--- src/rtl/cs_rd_pkg.sv ---
package cs_rd_pkg;
  typedef enum logic [2:0] {
    ST_IDLE,
    ST_SETUP,
    ST_WAIT,
    ST_HOLD0,
    ST_HOLD1,
    ST_NEG,
    ST_REL,
    ST_RDY
  } seq_state_e;
endpackage

--- src/rtl/cs_rd_sync.sv ---
module cs_rd_sync #(
  parameter int STAGES = 2
) (
  input  logic clk_i,
  input  logic rst_ni,
  input  logic d_i,
  output logic q_o
);
  logic [STAGES-1:0] q;

  always_ff @(posedge clk_i or negedge rst_ni) begin
    if (!rst_ni) q <= '1;
    else         q <= {q[STAGES-2:0], d_i};
  end

  assign q_o = q[STAGES-1];
endmodule

--- src/rtl/cs_rd_neg_stage.sv ---
module cs_rd_neg_stage (
  input  logic clk_i,
  input  logic rst_ni,
  input  logic active_i,
  output logic cs_no
);
  // Falling-edge stage gives the half-cycle offset on chip select
  always_ff @(negedge clk_i or negedge rst_ni) begin
    if (!rst_ni) cs_no <= 1'b1;
    else         cs_no <= ~active_i;
  end
endmodule

--- src/rtl/cs_rd_seq.sv ---
module cs_rd_seq
  import cs_rd_pkg::*;
#(
  parameter int AW        = 24,
  parameter int DW        = 16,
  parameter int WSW       = 6,
  parameter int ACK_LIMIT = 1020
) (
  input  logic           clk_i,
  input  logic           rst_ni,
  input  logic           req_i,
  input  logic [AW-1:0]  addr_i,
  input  logic [WSW-1:0] cfg_wait_i,
  input  logic           cfg_ack_sel_i,
  input  logic           cfg_oe_dly_i,
  input  logic           cfg_be_off_i,
  input  logic           ack_s_i,
  input  logic [DW-1:0]  mem_data_i,
  output seq_state_e     state_o,
  output logic [AW-1:0]  addr_o,
  output logic [DW-1:0]  rdata_o,
  output logic           tmo_o,
  output logic           be_off_o
);
  localparam int LW = $clog2(ACK_LIMIT);
  localparam int CW = ((LW > WSW) ? LW : WSW) + 1;

  seq_state_e     state_q;
  logic [CW-1:0]  cnt_q;
  logic [WSW-1:0] n_q;
  logic           ack_mode_q;
  logic           done_w;
  logic           lim_w;

  assign lim_w  = (cnt_q == CW'(ACK_LIMIT - 1));
  assign done_w = ack_mode_q ? (!ack_s_i || lim_w)
                             : (cnt_q == {{(CW-WSW){1'b0}}, n_q});

  always_ff @(posedge clk_i or negedge rst_ni) begin
    if (!rst_ni) begin
      state_q    <= ST_IDLE;
      cnt_q      <= '0;
      n_q        <= '0;
      ack_mode_q <= 1'b0;
      be_off_o   <= 1'b0;
      addr_o     <= '0;
      rdata_o    <= '0;
      tmo_o      <= 1'b0;
    end else begin
      unique case (state_q)
        ST_IDLE: if (req_i) begin
          addr_o     <= addr_i;
          n_q        <= cfg_wait_i;
          ack_mode_q <= (&cfg_wait_i) && cfg_ack_sel_i;
          be_off_o   <= cfg_be_off_i;
          cnt_q      <= '0;
          tmo_o      <= 1'b0;
          state_q    <= cfg_oe_dly_i ? ST_SETUP : ST_WAIT;
        end
        ST_SETUP: state_q <= ST_WAIT;
        ST_WAIT: begin
          if (done_w) begin
            rdata_o <= mem_data_i;
            tmo_o   <= ack_mode_q && ack_s_i;  // limit reached, no ack
            state_q <= ST_HOLD0;
          end else begin
            cnt_q <= cnt_q + 1'b1;
          end
        end
        ST_HOLD0: state_q <= ST_HOLD1;
        ST_HOLD1: state_q <= ST_NEG;
        ST_NEG:   state_q <= ST_REL;
        ST_REL:   state_q <= ST_RDY;
        ST_RDY:   state_q <= ST_IDLE;
        default:  state_q <= ST_IDLE;
      endcase
    end
  end

  assign state_o = state_q;
endmodule

--- src/rtl/cs_read_ctrl.sv ---
module cs_read_ctrl
  import cs_rd_pkg::*;
#(
  parameter int AW          = 24,
  parameter int DW          = 16,
  parameter int WSW         = 6,
  parameter int ACK_LIMIT   = 1020,
  parameter int SYNC_STAGES = 2
) (
  input  logic           clk_i,
  input  logic           rst_ni,
  input  logic           req_i,
  input  logic [AW-1:0]  addr_i,
  input  logic [WSW-1:0] cfg_wait_i,
  input  logic           cfg_ack_sel_i,
  input  logic           cfg_oe_dly_i,
  input  logic           cfg_be_off_i,
  output logic           ready_o,
  output logic [DW-1:0]  rdata_o,
  output logic           timeout_o,
  output logic [AW-1:0]  mem_addr_o,
  output logic           mem_cs_no,
  output logic           mem_oe_no,
  output logic           mem_be_no,
  input  logic           mem_ack_ni,
  input  logic [DW-1:0]  mem_data_i
);
  seq_state_e state;
  logic       ack_s;
  logic       tmo;
  logic       be_off;
  logic       cs_active;
  logic       seq_idle;

  cs_rd_sync #(.STAGES(SYNC_STAGES)) u_sync (
    .clk_i (clk_i),
    .rst_ni(rst_ni),
    .d_i   (mem_ack_ni),
    .q_o   (ack_s)
  );

  cs_rd_seq #(
    .AW(AW), .DW(DW), .WSW(WSW), .ACK_LIMIT(ACK_LIMIT)
  ) u_seq (
    .clk_i        (clk_i),
    .rst_ni       (rst_ni),
    .req_i        (req_i),
    .addr_i       (addr_i),
    .cfg_wait_i   (cfg_wait_i),
    .cfg_ack_sel_i(cfg_ack_sel_i),
    .cfg_oe_dly_i (cfg_oe_dly_i),
    .cfg_be_off_i (cfg_be_off_i),
    .ack_s_i      (ack_s),
    .mem_data_i   (mem_data_i),
    .state_o      (state),
    .addr_o       (mem_addr_o),
    .rdata_o      (rdata_o),
    .tmo_o        (tmo),
    .be_off_o     (be_off)
  );

  assign seq_idle  = (state == ST_IDLE);
  assign cs_active = (state == ST_SETUP) || (state == ST_WAIT) ||
                     (state == ST_HOLD0) || (state == ST_HOLD1) ||
                     (state == ST_NEG);
  assign mem_oe_no = !((state == ST_WAIT) || (state == ST_HOLD0) ||
                       (state == ST_HOLD1));
  assign mem_be_no = mem_oe_no || be_off;
  assign ready_o   = (state == ST_RDY);
  assign timeout_o = ready_o && tmo;

  cs_rd_neg_stage u_cs (
    .clk_i   (clk_i),
    .rst_ni  (rst_ni),
    .active_i(cs_active),
    .cs_no   (mem_cs_no)
  );
endmodule

--- config.mk ---
export PLATFORM = sky130hd
export DESIGN_NAME = cs_read_ctrl
export DESIGN_NICKNAME = d
export VERILOG_FILES = /design/src/rtl/cs_rd_pkg.sv /design/src/rtl/cs_rd_sync.sv /design/src/rtl/cs_rd_neg_stage.sv /design/src/rtl/cs_rd_seq.sv /design/src/rtl/cs_read_ctrl.sv
export SDC_FILE = /design/constraint.sdc
export NUM_CORES = 1
export LEC_CHECK = 0
export BUFFER_PORTS_ARGS = -buffer_cell sky130_fd_sc_hd__buf_2
export CORE_MARGIN = 1.5
export CORE_UTILIZATION = 53
export CTS_CLUSTER_DIAMETER = 200
export DETAILED_ROUTE_END_ITERATION = 16
export GPL_ROUTABILITY_DRIVEN = 0
export MAX_ROUTING_LAYER = met4
export PLACE_DENSITY = 0.83
export SYNTH_ARGS = -nofsm -noshare
export SYNTH_HDL_FRONTEND = slang
export SYNTH_SLANG_ARGS = --single-unit
--- constraint.sdc ---
create_clock -name clk_i -period 5 [get_ports clk_i]
set_input_delay 0.5 -clock clk_i [delete_from_list [all_inputs] [get_ports clk_i]]
set_output_delay 0.5 -clock clk_i [all_outputs]
set_load 0.02 [all_outputs]
# Word-level counts from Yosys, hierarchy flattened
# Index checks and enable logic that the tools add are counted.
classes:
  bitwise_logic: 1
  eq_ne: 12
  add_sub_neg: 1
  n_reduce_logical: 21
  muxes: 11
op_table:
  columns: ["op", "n"]
  rows:
  - ["$pmux W3 S8", 1]
  - ["$mux W11", 2]
  - ["$pmux W11 S2", 1]
  - ["$eq A3 B3 Y1 const B", 4]
  - ["$add A11 B1 Y11 const B", 1]
  - ["$eq A11 B10 Y1 const B", 1]
  - ["$eq A11 B6 Y1", 1]
  - ["$logic_or A1 B1 Y1", 8]
  - ["$eq A3 B2 Y1 const B", 2]
  - ["$mux W3", 2]
  - ["$reduce_and A2 Y1", 3]
  - ["$reduce_and A3 Y1", 2]
  - ["$reduce_and A6 Y1", 1]
  - ["$ne A2 B2 Y1 const B", 2]
  - ["$eq A3 B1 Y1 const B", 1]
  - ["$logic_and A1 B1 Y1", 3]
  - ["$logic_not A3 Y1", 1]
  - ["$mux W1", 3]
  - ["$logic_not A1 Y1", 2]
  - ["$mux W2", 1]
  - ["$ne A2 B1 Y1 const B", 1]
  - ["$pmux W1 S2", 1]
  - ["$reduce_bool A2 Y1", 1]
  - ["$not A1 Y1", 1]
totals:
  regBits: 66
  wordCells: 56
  input_bits: 53

# Longest topological paths before layout
# Gate-level depths: netlist (run 1).
logic_depth:
  word_depth: 6
  mapped_depth: 7

# By module
# From an unflattened synthesis (run 1), not the netlist that was laid out.
unflattened:
  hier_cells: 285
  area_unflattened_um2: 2936.6
modules_own_cells:
  columns: ["mod", "cells_per_inst", "area_each_um2", "instances"]
  rows:
  - ["cs_rd_seq", 272, 2796.4, 1]
  - ["cs_read_ctrl", 8, 53.8, 1]
  - ["cs_rd_sync", 2, 52.6, 1]
  - ["cs_rd_neg_stage", 3, 33.8, 1]

==> impl_metrics.py, run 1 <==
metrics = {
    "run_status": {
        "status": "complete, no violations",
    },
    "clock_network": {
        "cts_made_buffers": 9,
        "clock-sinks": 66,
        "hold_buffers": 0,
        "cts_root_buffer": "clkbuf_8",
        "clk_latency_ns": 0.39,
        "cts-resized-gates": 0,
        "post-cts-setup-buffers": 0,
        "cts_max_level": 3,
        "clkTransAtPathRegs_ns": 0.07,
        "cts_buffer_depth": 2,
        "cts_tree": "built",
    },
    "global_route": {
        "grt_max_degree": 66,
        "grt_pass1_wl_mm": 11.4,
        "grt_overflow": 0,
        "grt_pass1_vias": 2450,
        "antenna_found_initial": 0,
        "grt_usage": 0.251,
    },
    "logic_synthesis": {
        "yosysTopAreaCell": "dfrtp_1",
        "synthFlopType": "dfrtp_1",
        "synth_fp_nets": 349,
        "synthTopCellsByArea": "dfrtp_1 (53%), nand2_1 (13%), mux2_2 (6.5%), dfstp_2 (2.7%), nand4_1 (2.1%)",
        "syn_avg_cell_area_um2": 10.0,
        "yosys.area.top_type_share": 0.533,
        "ys_seq_elements": 66,
        "synth_edf_count": 0,
        "synth_area_mm2": 0.00296,
        "yosysSeqAreaShare": 0.560,
        "ys_async_sr_fraction": 1.00,
        "syn_inst": 295,
        "synth.distinct_cells": 41,
        "ys_warn_count": 0,
    },
    "detailed_routing": {
        "wl_mm": 6.97,
        "drc_errors": 0,
        "drtIter0Drc": 238,
        "dr.pass1.iters": 4,
        "viasPerCell": 5.39,
        "wire_per_inst_um": 14.9,
        "antenna_left": 0,
        "via_count": 2519,
    },
    "setup_path": {
        "crit_type": "flop to output port",
        "required_ns": 4.50,
        "worstPathCellList": "buf_2",
        "crit_path_end_kind": "output port",
        "crit_slowest_cell": "dfstp_2",
        "crit_buf_inv": 1,
        "rr_worst_depth": 1,
        "r2r_slack_ns": 1.54,
        "slowest_delay_ns": 0.51,
        "arrival_ns": 3.55,
        "rr_endpoint": "u_cs.cs_no",
        "crit_family": "flip-flops",
        "r2r_start": "u_seq.state_o[2]",
        "critPathLaunchType": "flop",
        "worst-path-max-fanout": 1,
    },
    "timing": {
        "slew-limit-headroom": 0.177,
        "drv_slew": 0,
        "final.setup.tns_ns": 0,
        "fin_skew_ns": 0.0470,
        "hold_violations": 0,
        "tightest_slew_ns": 1.22,
        "setup_viol_count_final": 0,
        "rsz0062_at_grt": "false",
    },
    "pwr": {
        "internal_power_w": 0.00135,
        "pwr-share-comb": 0.387,
        "power_frac_clock": 0.223,
        "p_per_area_mw_per_mm2": 615,
        "p_sw_frac": 0.407,
        "p_switching_w": 0.000927,
        "p_leak_nw": 1.93,
        "seqPwrFrac": 0.390,
        "peakVddDrop_mv": 0.458,
    },
    "floorplan": {
        "die_x_um": 77.7,
        "die_h_um": 77.7,
        "io_pins": 98,
        "placementRows": 27,
        "die-area_mm2": 0.00603,
        "initial_core_util": 0.543,
        "core_mm2": 0.00544,
    },
    "flow_run": {
        "maxCapViolCount": 0,
    },
    "hold_path": {
        "hold_depth": 1,
        "holdPathEnd": "u_sync.q[0]",
        "min_path_type": "input pin to flop",
        "hold_start": "mem_ack_ni",
    },
    "layout": {
        "nets": 444,
        "final_common_cell": "nand2_1",
        "n_antenna_cell": 0,
        "final_cell_area_mm2": 0.00371,
        "final_cell_mix": "nand2_1 (103), buf_2 (97), dfrtp_1 (63)",
        "areaGrowthSynthToFinish_pct": 25.4,
        "final_layout_size_suffix_gt1_frac": 0.377,
    },
    "placement": {
        "hpwl_mm": 4.66,
        "dpl_cell_area_mm2": 0.00348,
        "io_buffers": 97,
    },
}
## worst max path at each step
stage / start / end / cells past startpoint
after floorplan: u_cs.cs_no / mem_cs_no / 0
after detailed placement: u_cs.cs_no / mem_cs_no / 1
final: u_cs.cs_no / mem_cs_no / 1
after global routing: u_cs.cs_no / mem_cs_no / 1
after CTS: u_cs.cs_no / mem_cs_no / 1
after global placement: u_cs.cs_no / mem_cs_no / 1
## state kept, by name, summed over array words and instances, names as in the netlist
| signal | count |
|---|---|
| u_cs.cs_no | 1 |
| u_seq.ack_mode_q | 1 |
| u_seq.addr_o | 24 |
| u_seq.be_off_o | 1 |
| u_seq.cnt_q | 11 |
| u_seq.n_q | 6 |
| u_seq.rdata_o | 16 |
| u_seq.state_o | 3 |
| u_seq.tmo_o | 1 |
| u_sync.q | 2 |
## metrics by stage
stage | setup WS, ns | util | std cells | power (W) | hold WS [ns]
2_1_floorplan | 1.45 | - | 295 | 0.00148 | 0.204
3_3_place_gp | 1.36 | 0.640 | 451 | 0.00174 | 0.345
3_5_place_dp | 1.35 | 0.640 | 451 | 0.00178 | 0.356
4_1_cts | 0.936 | 0.682 | 467 | 0.00229 | 0.239
5_1_grt | 0.904 | 0.682 | 467 | 0.00241 | 0.235
6_report | 0.949 | 0.682 | 467 | 0.00228 | 0.246
## final cells by class
type | instances | area, µm²
Clock buffer | 9 | 124
Clock inverter | 8 | 105
Fill cell | 403 | 1730
Inverter | 2 | 7.51
Multi-Input combinational cell | 210 | 1220
Sequential cell | 66 | 1660
Tap cell | 72 | 90.1
Timing Repair Buffer | 100 | 508
## synth_stat cells, types with 2 or more instances
cell type and n:
or2_2 3, a21boi_0 3, a31oi_1 4, nor4_1 2, nand3_1 10, and3_1 5, inv_1 3, clkbuf_1 12
and2_1 2, o311ai_0 7, o21ai_0 4, a21oi_1 4, or3_1 2, xor2_1 6, nand4_1 10, buf_6 2
mux2_2 17, dfstp_2 3, a31o_2 2, dfrtp_1 63, or4_1 3, o211ai_1 2, nor2_1 5, nand2_1 103
mux2i_1 2
## power by group through the flow
stage	combinational, W	clock (W)	sequential (W)
3_3_place_gp	0.000856	0.00000250	0.000879
3_5_place_dp	0.000885	0.00000250	0.000888
4_1_cts	0.000888	0.000515	0.000886
2_1_floorplan	0.000427	0.00000250	0.00105
6_report	0.000882	0.000509	0.000888
5_1_grt	0.000959	0.000538	0.000915
## per-layer routing
metal  vias up  global-route usage  share of wire
li1       1194                   -              -
met1      1229               0.318           0.42
met2        87               0.377           0.50
met3         9              0.0729          0.073
met4         0               0.107          0.014
met5         -                   -              0
## logic make-up (layout without fill, tap and decap cells)
family | Yosys count | count (layout) | share of synthesized area
muxes | 19 | 19 | 0.0715
adders and majority gates | 1 | 1 | 0.00423
DFF | 66 | 66 | 0.560
and+or+nand+nor | 154 | 154 | 0.243
AOI/OAI and AO/OA | 29 | 29 | 0.0699
buffers and inverters | 19 | 119 | 0.0301
xor gates and xnor gates | 7 | 7 | 0.0207
Power figures use the tool's default switching activity.
==> run 2: changes to the inputs <==
Settings changed: CORE_UTILIZATION 53 to 45, PLACE_DENSITY 0.83 to 0.75.
Clock period 5 ns to 3.3 ns, I/O delays scaled along.
==> impl_metrics.py, run 2 (synthesis results as in run 1) <==
metrics = {
    "run_status": {
        "status": "complete, no violations",
    },
    "detailed_routing": {
        "wl_mm": 6.60,
        "dr.pass1.iters": 4,
        "drtIter0Drc": 155,
        "drc_errors": 0,
        "via_count": 2481,
        "viasPerCell": 5.22,
        "antenna_left": 0,
        "wire_per_inst_um": 13.9,
    },
    "timing": {
        "setup_viol_count_final": 0,
        "hold_violations": 0,
        "tightest_slew_ns": 0.801,
        "final.setup.tns_ns": 0,
        "fin_skew_ns": 0.0369,
        "rsz0062_at_grt": "false",
        "drv_slew": 0,
        "slew-limit-headroom": 0.466,
        "setup_ws_ns": 0.307,
    },
    "clock_network": {
        "clock-sinks": 66,
        "cts_root_buffer": "clkbuf_8",
        "cts_made_buffers": 9,
        "cts-resized-gates": 0,
        "cts_max_level": 3,
        "hold_buffers": 0,
        "clkTransAtPathRegs_ns": 0.06,
        "clk_latency_ns": 0.36,
        "cts_tree": "built",
        "post-cts-setup-buffers": 0,
        "cts_buffer_depth": 2,
    },
    "hold_path": {
        "min_path_type": "input pin to flop",
        "hold_depth": 1,
        "hold_start": "mem_ack_ni",
        "holdPathEnd": "u_sync.q[0]",
    },
    "global_route": {
        "grt_pass1_wl_mm": 11.2,
        "antenna_found_initial": 0,
        "grt_overflow": 0,
        "grt_usage": 0.205,
        "grt_pass1_vias": 2527,
        "grt_max_degree": 66,
    },
    "layout": {
        "nets": 447,
        "areaGrowthSynthToFinish_pct": 25.2,
        "reg.largest.list": "u_seq.addr_o: 24 flops, u_seq.rdata_o: 16 flops, u_seq.cnt_q: 11 flops",
        "n_antenna_cell": 0,
        "largest_reg_flops": 24,
        "final_layout_size_suffix_gt1_frac": 0.374,
        "final_cell_area_mm2": 0.00370,
        "final_common_cell": "nand2_1",
        "final_cell_mix": "nand2_1 (103), buf_2 (97), dfrtp_1 (63)",
        "regMostFlops": "u_seq.addr_o",
    },
    "pwr": {
        "peakVddDrop_mv": 0.491,
        "p_total_w": 0.00334,
        "p_leak_nw": 1.93,
        "p_per_area_mw_per_mm2": 902,
    },
    "setup_path": {
        "slowest_delay_ns": 0.50,
        "worstPathCellList": "buf_2",
        "crit_type": "flop to output port",
        "required_ns": 2.97,
        "crit_path_end_kind": "output port",
        "r2r_start": "u_seq.cnt_q[0]",
        "rr_worst_depth": 6,
        "crit_slowest_cell": "dfstp_2",
        "crit_buf_inv": 1,
        "arrival_ns": 2.66,
        "rr_endpoint": "u_seq.rdata_o[9]",
        "worst-path-max-fanout": 1,
        "crit_family": "flip-flops",
        "critPathLaunchType": "flop",
        "r2r_slack_ns": 0.59,
    },
    "floorplan": {
        "core_mm2": 0.00635,
        "placementRows": 29,
        "die_x_um": 84.0,
        "io_pins": 98,
        "die-area_mm2": 0.00706,
        "initial_core_util": 0.465,
        "die_h_um": 84.0,
    },
    "placement": {
        "hpwl_mm": 4.55,
        "io_buffers": 97,
        "dpl_cell_area_mm2": 0.00351,
        "pre_cts_slack_ns": 0.584,
    },
    "flow_run": {
        "maxCapViolCount": 0,
    },
}
## run 2: where the power goes
group | leakage, nW | switching (W) | total [W] | internal (W)
combinational | 0.996 | 0.000825 | 0.00134 | 0.000513
clock | 0.0989 | 0.000289 | 0.000658 | 0.000369
sequential | 0.838 | 0.000216 | 0.00134 | 0.00113
total | 1.93 | 0.00133 | 0.00334 | 0.00201
## run 2: how the worst max path moves through the flow
stage,start,endpoint,slack [ns],cells after the start
6_report,u_cs.cs_no,mem_cs_no,0.31,1
5_1_grt,u_cs.cs_no,mem_cs_no,0.24,1
4_1_cts,u_cs.cs_no,mem_cs_no,0.29,1
3_5_place_dp,u_seq.cnt_q[0],u_seq.rdata_o[14],0.58,6
3_3_place_gp,u_cs.cs_no,mem_cs_no,0.68,1
2_1_floorplan,u_seq.state_o[2],u_cs.cs_no,0.62,2
## run 2: cell type report
cell class / instances / area [µm²]
fillers: 546 / 2650
well taps: 77 / 96.3
flip-flops and latches: 66 / 1660
repair buffers: 103 / 531
clock inverters: 4 / 43.8
inverters: 2 / 7.51
multi-input cells: 210 / 1220
clock buffers: 13 / 149
## run 2: through the flow
stage / hold slack (ns) / cells / utilization
2_1_floorplan: 0.0344 / 295 / -
3_3_place_gp: 0.347 / 459 / 0.553
3_5_place_dp: 0.348 / 459 / 0.553
4_1_cts: 0.0870 / 475 / 0.583
5_1_grt: 0.0759 / 475 / 0.583
6_report: 0.100 / 475 / 0.583
## run 2: metal layers
layer | wire [µm] | GRT usage | up-vias
met3 | 333 | 0.0574 | 9
met5 | 0 | - | -
met1 | 2920 | 0.260 | 1180
li1 | - | - | 1206
met2 | 3270 | 0.319 | 86
met4 | 74 | 0.0671 | 0
==> run 3: changes to the inputs <==
Clock period 3.3 ns to 2.74 ns, I/O delays scaled along.
==> impl_metrics.py, run 3 (synthesis results as in run 1) <==
metrics = {
    "pwr": {
        "internal_power_w": 0.00240,
        "pwr-share-comb": 0.406,
        "peakVddDrop_mv": 0.695,
        "power_frac_clock": 0.190,
        "p_leak_nw": 1.94,
        "seqPwrFrac": 0.404,
        "p_per_area_mw_per_mm2": 1080,
        "p_switching_w": 0.00159,
        "p_sw_frac": 0.398,
    },
    "floorplan": {
        "core_mm2": 0.00635,
        "die_x_um": 84.0,
        "io_pins": 98,
        "placementRows": 29,
        "die_h_um": 84.0,
        "initial_core_util": 0.465,
        "die-area_mm2": 0.00706,
    },
    "timing": {
        "hold_violations": 0,
        "setup_viol_count_final": 0,
        "slew-limit-headroom": 0.467,
        "fin_skew_ns": 0.0377,
        "final.setup.tns_ns": 0,
        "rsz0062_at_grt": "false",
        "drv_slew": 0,
        "tightest_slew_ns": 0.799,
        "setup_ws_ns": 0.0792,
    },
    "detailed_routing": {
        "viasPerCell": 5.20,
        "dr.pass1.iters": 4,
        "antenna_left": 0,
        "wire_per_inst_um": 13.5,
        "via_count": 2479,
        "wl_mm": 6.42,
        "drtIter0Drc": 127,
        "drc_errors": 0,
    },
    "layout": {
        "final_util": 0.584,
        "regMostFlops": "u_seq.addr_o",
        "final_common_cell": "nand2_1",
        "num-fill-cells": 558,
        "nets": 449,
        "reg.largest.list": "u_seq.addr_o: 24 flops, u_seq.rdata_o: 16 flops, u_seq.cnt_q: 11 flops",
        "final_cell_mix": "nand2_1 (103), buf_2 (97), dfrtp_1 (63)",
        "final_layout_size_suffix_gt1_frac": 0.378,
        "final_cell_area_mm2": 0.00371,
        "n_antenna_cell": 0,
        "areaGrowthSynthToFinish_pct": 25.4,
        "largest_reg_flops": 24,
    },
    "global_route": {
        "grt_max_degree": 66,
        "grt_pass1_wl_mm": 10.9,
        "grt_overflow": 0,
        "grt_usage": 0.198,
        "grt_pass1_vias": 2466,
        "antenna_found_initial": 0,
    },
    "setup_path": {
        "worstSetupStartpoint": "u_cs.cs_no",
        "arrival_ns": 2.39,
        "required_ns": 2.47,
        "crit_end": "mem_cs_no",
        "critPathLaunchType": "flop",
        "crit_type": "flop to output port",
        "crit_family": "flip-flops",
        "path_depth": 1,
        "rr_endpoint": "u_seq.rdata_o[5]",
        "slowest_delay_ns": 0.50,
        "rr_worst_depth": 7,
        "crit_buf_inv": 1,
        "crit_slowest_cell": "dfstp_2",
        "r2r_slack_ns": 0.35,
        "r2r_start": "u_seq.cnt_q[0]",
        "worstPathCellList": "buf_2",
        "crit_path_end_kind": "output port",
        "worst-path-max-fanout": 1,
    },
    "clock_network": {
        "clock-sinks": 66,
        "cts_tree": "built",
        "cts-resized-gates": 0,
        "cts_root_buffer": "clkbuf_8",
        "clk_latency_ns": 0.36,
        "clkTransAtPathRegs_ns": 0.07,
        "cts_made_buffers": 9,
        "hold_buffers": 0,
        "cts_buffer_depth": 2,
        "post-cts-setup-buffers": 0,
        "cts_max_level": 3,
    },
    "flow_run": {
        "maxCapViolCount": 0,
    },
    "run_status": {
        "status": "complete, no violations",
    },
    "placement": {
        "dpl_cell_area_mm2": 0.00353,
        "io_buffers": 97,
        "pre_cts_slack_ns": 0.356,
        "hpwl_mm": 4.51,
    },
    "hold_path": {
        "min_path_type": "input pin to flop",
    },
}
[run 3: cell count changes in the layout (fill, tap and decap cells not counted), sizes merged]
cell / delta
clkinvlp: -1
buf: +2
clkinv: +2
clkbuf: -1
[run 3: worst min path at each step]
| stage | from | endpoint | slack, ns | depth (start not counted) |
|---|---|---|---|---|
| after global routing | mem_ack_ni | u_sync.q[0] | 0.02 | 1 |
| after global placement | u_sync.q[0] | u_sync.q[1] | 0.35 | 0 |
| final | mem_ack_ni | u_sync.q[0] | 0.05 | 1 |
| after floorplan | rst_ni | u_seq.ack_mode_q | -0.02 | 0 |
| after CTS | mem_ack_ni | u_sync.q[0] | 0.03 | 1 |
| after detailed placement | u_sync.q[0] | u_sync.q[1] | 0.35 | 0 |
[run 3: worst reg2reg max path, cell delays in order (launching register included)]
cell	delay, ns
dfrtp_1	0.43
ha_1	0.24
nand4bb_1	0.10
or4_1	0.54
and3_1	0.24
nor3_4	0.11
buf_4	0.26
mux2_2	0.37
[run 3: metrics by stage]
stage / total power, W / cells / hold WS (ns)
3_5_place_dp: 0.00327 / 461 / 0.351
4_1_cts: 0.00403 / 477 / 0.0262
6_report: 0.00400 / 477 / 0.0451
3_3_place_gp: 0.00322 / 461 / 0.347
5_1_grt: 0.00426 / 477 / 0.0246
2_1_floorplan: 0.00269 / 295 / -0.0216
[run 3: area by class of cell]
class	instances	area (µm²)	share of cell area
tap	77	96.3	0.0260
clock buffer	12	135	0.0365
inverter	2	7.51	0.00203
sequential	66	1660	0.447
timing repair buffer	105	546	0.147
multi-input combinational	210	1220	0.328
clock inverter	5	48.8	0.0132
[run 3: metal layers]
layer  share of wire  GRT usage  vias up  routed length [µm]
met4           0.016     0.0656        0                 102
li1                -          -     1217                   -
met2            0.48      0.322       79                3090
met3           0.055     0.0544       10                 351
met5               0          -        -                   0
met1            0.45      0.240     1173                2880
[run 3: power by group through the flow]
| stage | Sequential (W) | Clock (W) | Combinational [W] |
|---|---|---|---|
| 4_1_cts | 0.00161 | 0.000780 | 0.00164 |
| 2_1_floorplan | 0.00191 | 0.00000457 | 0.000778 |
| 3_5_place_dp | 0.00162 | 0.00000457 | 0.00164 |
| 6_report | 0.00161 | 0.000760 | 0.00162 |
| 5_1_grt | 0.00167 | 0.000819 | 0.00178 |
| 3_3_place_gp | 0.00160 | 0.00000457 | 0.00161 |
